`src/rtl/irq_req_capture_pkg.sv`:
```
package irq_req_capture_pkg;

    // bit 1: request pending, bit 0: last sampled input level
    typedef enum logic [1:0] {
        LN_IDLE      = 2'b00,
        LN_HELD      = 2'b01,
        LN_PEND_LOW  = 2'b10,
        LN_PEND_HIGH = 2'b11
    } line_state_e;

endpackage

```
`src/rtl/irq_req_sync.sv`:
```
module irq_req_sync #(
    parameter int WIDTH = 8
) (
    input  logic             clk,
    input  logic             rst_n,
    input  logic [WIDTH-1:0] async_in,
    output logic [WIDTH-1:0] sync_out
);

    logic [WIDTH-1:0] meta_q;
    logic [WIDTH-1:0] stable_q;

    always_ff @(posedge clk or negedge rst_n) begin
        if (!rst_n) begin
            meta_q   <= '0;
            stable_q <= '0;
        end else begin
            meta_q   <= async_in;
            stable_q <= meta_q;
        end
    end

    assign sync_out = stable_q;

endmodule

```
`src/rtl/irq_mode_reg.sv`:
```
module irq_mode_reg #(
    parameter int                 WIDTH     = 8,
    parameter logic [WIDTH-1:0]   WRITE_MSK = '1
) (
    input  logic             clk,
    input  logic             rst_n,
    input  logic             wr,
    input  logic [WIDTH-1:0] wdata,
    output logic [WIDTH-1:0] mode
);

    logic [WIDTH-1:0] mode_q;

    always_ff @(posedge clk or negedge rst_n) begin
        if (!rst_n) begin
            mode_q <= '0;
        end else if (wr) begin
            mode_q <= wdata & WRITE_MSK;
        end
    end

    assign mode = mode_q;

endmodule

```
`src/rtl/irq_line_fsm.sv`:
```
module irq_line_fsm
    import irq_req_capture_pkg::*;
(
    input  logic clk,
    input  logic rst_n,
    input  logic lvl,
    input  logic level_mode,
    input  logic ack,
    output logic pending
);

    line_state_e cur_q;
    line_state_e nxt;

    always_ff @(posedge clk or negedge rst_n) begin
        if (!rst_n) begin
            cur_q <= LN_IDLE;
        end else begin
            cur_q <= nxt;
        end
    end

    always_comb begin
        nxt = cur_q;
        if (level_mode) begin
            nxt = lvl ? LN_PEND_HIGH : LN_IDLE;
        end else begin
            unique case (cur_q)
                LN_IDLE:      nxt = lvl ? LN_PEND_HIGH : LN_IDLE;
                LN_HELD:      nxt = lvl ? LN_HELD : LN_IDLE;
                // a fresh edge beats a same-cycle acknowledge
                LN_PEND_LOW:  nxt = lvl ? LN_PEND_HIGH
                                        : (ack ? LN_IDLE : LN_PEND_LOW);
                LN_PEND_HIGH: nxt = lvl ? (ack ? LN_HELD : LN_PEND_HIGH)
                                        : (ack ? LN_IDLE : LN_PEND_LOW);
                default:      nxt = LN_IDLE;
            endcase
        end
    end

    always_comb begin
        pending = (cur_q == LN_PEND_LOW) || (cur_q == LN_PEND_HIGH);
    end

endmodule

```
`src/rtl/irq_req_capture.sv`:
```
module irq_req_capture #(
    parameter int                     NUM_LINES = 8,
    parameter logic [NUM_LINES-1:0]   MODE_MASK = NUM_LINES'(8'hF8),
    localparam int                    LINE_W    = (NUM_LINES > 1) ? $clog2(NUM_LINES) : 1
) (
    input  logic                 clk,
    input  logic                 rst_n,
    input  logic [NUM_LINES-1:0] irq_in,
    input  logic                 mode_wr,
    input  logic [NUM_LINES-1:0] mode_wdata,
    output logic [NUM_LINES-1:0] mode_rdata,
    input  logic                 ack_valid,
    input  logic [LINE_W-1:0]    ack_line,
    output logic [NUM_LINES-1:0] req_pending
);

    logic [NUM_LINES-1:0] lvl_sync;
    logic [NUM_LINES-1:0] mode_bits;

    irq_req_sync #(.WIDTH(NUM_LINES)) u_sync (
        .clk      (clk),
        .rst_n    (rst_n),
        .async_in (irq_in),
        .sync_out (lvl_sync)
    );

    irq_mode_reg #(.WIDTH(NUM_LINES), .WRITE_MSK(MODE_MASK)) u_mode (
        .clk   (clk),
        .rst_n (rst_n),
        .wr    (mode_wr),
        .wdata (mode_wdata),
        .mode  (mode_bits)
    );

    assign mode_rdata = mode_bits;

    for (genvar g = 0; g < NUM_LINES; g++) begin : g_line
        logic ack_hit;
        assign ack_hit = ack_valid && (ack_line == LINE_W'(g));

        irq_line_fsm u_fsm (
            .clk        (clk),
            .rst_n      (rst_n),
            .lvl        (lvl_sync[g]),
            .level_mode (mode_bits[g]),
            .ack        (ack_hit),
            .pending    (req_pending[g])
        );
    end

endmodule

```
`config.mk`:
```
export PLATFORM = sky130hd
export DESIGN_NAME = irq_req_capture
export DESIGN_NICKNAME = d
export VERILOG_FILES = /design/src/rtl/irq_req_capture_pkg.sv /design/src/rtl/irq_req_sync.sv /design/src/rtl/irq_mode_reg.sv /design/src/rtl/irq_line_fsm.sv /design/src/rtl/irq_req_capture.sv
export SDC_FILE = /design/constraint.sdc
export NUM_CORES = 1
export LEC_CHECK = 0
export BUFFER_PORTS_ARGS = -buffer_cell sky130_fd_sc_hd__buf_2
export CORE_UTILIZATION = 35
export CTS_CLUSTER_SIZE = 20
export DETAILED_ROUTE_END_ITERATION = 10
export PLACE_DENSITY = 0.64
export SYNTH_ARGS = -nofsm -noshare
export SYNTH_HDL_FRONTEND = slang
export SYNTH_SLANG_ARGS = --single-unit
```
`constraint.sdc`:
```
create_clock -name clk -period 0.8 [get_ports clk]
set_input_delay 0.16 -clock clk [delete_from_list [all_inputs] [get_ports clk]]
set_output_delay 0.16 -clock clk [all_outputs]
set_load 0.01 [all_outputs]
```
==> metrics.csv <==
metric,value,unit
outcome,"complete, but fails checks",
violations,setup timing,
hold_depth,3,
synthSimpleGateAreaFrac,9.231,%
post-dp-hpwl,1388,um
p_leak,0.8387,nW
drive_gt1_share,37.68,%
synth-compound-area-share,7.240,%
finalHoldViolCount,0,
p_seq_share,54.7,%
core_area,3716,um^2
io_pins,39,
fin_skew,0.003110,ns
worstPathRequired,0.64,ns
crit_slowest_cell,dfrtp_1,
r2r-end,g_line[3].u_fsm.cur_q[1],
hold_start,mode_wdata[6],
wirelength,2102,um
irDropWorstVdd,1.176,mV
antenna_found_initial,0,
drv_slew,0,
pre_cts_ws,-0.1089,ns
layout_min_cycle_time,0.9834,ns
crit_chain,buf_2,
routabilityCongestion,0.7345,
reg2reg_depth,3,
fmax,1017,MHz
internal_power,2.937,mW
switching_share,22.33,%
maxCapViolations,0,
critPathMaxStageDelay,0.39,ns
grt_pass1_wl,3553,um
rsz0062_at_grt,true,
row_count,22,
port_buffers,32,
clock-sinks,37,
critPathBufInv,1,
synth_seq_cells,37,
setup_violations,18,
crit_family,flip-flops,
num_antenna_cells,0,
fin_setup_tns,-2.603,ns
root_buffer,clkbuf_8,
cts_buffer_depth,2,
drc,0,
min_to,u_mode.mode[6],
initial_core_util,37.21,%
grt_pass1_vias,814,
synth_top_family_by_area,buffers and inverters,
netlist_instances,113,
dieArea,4206,um^2
synthAdderAreaFrac,0,%
insertion_delay,0.28,ns
die_width,64.85,um
first_pass_iters,4,
wl_per_cell,11.30,um
grt_max_degree,38,
numCtsBuffers,5,
fin_nets,161,
path_max_fanout,3,
setup_slack,-0.1834,ns
ant_nets,0,
yosysWarnings,0,
startpoint_type,register,
cp-end-kind,output port,
cp.arrival,0.82,ns
cts-htree-levels,2,
r2r_slack,-0.14,ns
clk_pin_slew,0.07,ns
netlist_area,1383,um^2
hold_path.class,primary input to register,
area_delta_synth_final,24.16,%
track_usage,11.77,%
drt_iter0_drc,5,
synth_xor_area_share,0,%
switching_power,0.8444,mW
synth.area.mux_share,0,%
power_frac_comb,12.0,%
clock_power_share,33.3,%
worstReg2RegStart,u_mode.mode[3],
overflow,0,
dr_total_vias,793,
seq_area_frac_synth,66.97,%
fp.dieH,64.85,um
crit_type,register to output port,
drt-vias-per-instance,4.263,
p_per_area,2203,nW/um^2
fin_crit_sh,122.9,%
cts_tree,done,
syn_avg_cell_area,12.24,um^2
synth_cell_type_count,16,
[power groups by stage]
stage / combinational, mW / sequential, mW / clock, mW
2_1_floorplan: 0.297 / 2.08 / 0
3_3_place_gp: 0.333 / 2.09 / 0
3_5_place_dp: 0.342 / 2.10 / 0
4_1_cts: 0.444 / 2.07 / 1.32
5_1_grt: 0.501 / 2.08 / 1.39
6_report: 0.454 / 2.07 / 1.26
[per-layer routing]
| metal | GRT usage [%] | wire, um | vias to the layer above | share of wire [%] |
|---|---|---|---|---|
| met5 | 0 | 0 | - | 0 |
| met4 | 5.833 | 38 | 0 | 1.8 |
| met3 | 5.458 | 129 | 4 | 6.1 |
| met2 | 19.01 | 1005 | 26 | 48 |
| met1 | 12.93 | 929 | 379 | 44 |
| li1 | - | - | 384 | - |
[synth_stat cells]
cell type,count,area (um^2)
dfrtp_1,37,925.9
clkbuf_1,17,63.81
buf_4,16,120.1
inv_1,11,41.29
a32o_1,5,50.05
nand2_1,5,18.77
nand2b_1,5,31.28
o21ai_0,5,25.02
nand4b_1,3,26.28
and4bb_1,2,25.02
o22ai_1,2,12.51
conb_1,1,3.750
nand4_1,1,6.260
nand4bb_1,1,11.26
nor4b_1,1,8.760
o22ai_2,1,12.51
[cells by family (layout without fill, tap and decap cells)]
kind of cell	Yosys count	in the layout
buffers and inverters	44	67
other	1	3
AOI/OAI and AO/OA	13	13
and+or+nand+nor	18	18
DFF	37	37
[tightest hold or removal path, stage by stage]
cell and delay (ns):
buf_2 0.08, nand2_1 0.03, o21ai_0 0.06
[registers in the layout (all words and copies together), names as in the netlist]
register and flops:
g_line.u_fsm.cur_q 16, u_mode.mode 5, u_sync.sync_out 8, u_sync.meta_q 8
[worst max-delay path by stage]
stage	end	start	slack, ns	cells past startpoint
after global routing	mode_rdata[6]	u_mode.mode[6]	-0.22	1
after floorplan	g_line[3].u_fsm.cur_q[1]	u_mode.mode[3]	0.0007	2
final	mode_rdata[7]	u_mode.mode[7]	-0.18	1
after CTS	mode_rdata[7]	u_mode.mode[7]	-0.20	1
after detailed placement	g_line[6].u_fsm.cur_q[1]	ack_line[0]	-0.11	3
after global placement	g_line[6].u_fsm.cur_q[1]	ack_line[0]	-0.11	3
[area by class of cell]
type                            count  area, um^2
Tap cell                           48       60.06
Fill cell                         353        1999
Sequential cell                    37       925.9
Timing Repair Buffer               49       334.1
Clock buffer                        7       86.33
Inverter                           11       41.29
Multi-Input combinational cell     34       269.0
[through the flow]
| step | std cells | util (%) | cell area, um^2 | hold slack (ns) | power [mW] |
|---|---|---|---|---|---|
| floorplan | 115 | - | 1390 | -0.1356 | 2.378 |
| global route | 186 | 46.20 | 1717 | 0.07799 | 3.977 |
| global placement | 163 | 38.92 | 1446 | 0.1283 | 2.423 |
| finish | 186 | 46.20 | 1717 | 0.08530 | 3.782 |
| detailed placement | 163 | 38.92 | 1446 | 0.1352 | 2.440 |
| CTS | 185 | 45.79 | 1702 | 0.07272 | 3.828 |
[repair_timing]
action / CTS / global route
gates resized for setup: 6 / 3
hold buffers: 9 / 0
pin swaps: 0 / 0
hold endpoints to repair: 45 / 0
setup endpoints to repair: 18 / 19
setup buffers: 6 / 1
[cells in the final DEF (no fill, tap or decap), drive strengths merged, types with 2 or more instances in the layout]
master,instances
o21ai,5
nand4b,3
o22ai,3
inv,11
clkbuf,7
nand2,5
buf,40
conb,3
a32o,5
dlygate4sd3,9
dfrtp,37
nand2b,5
and4bb,2
Power figures use the tool's default switching activity.
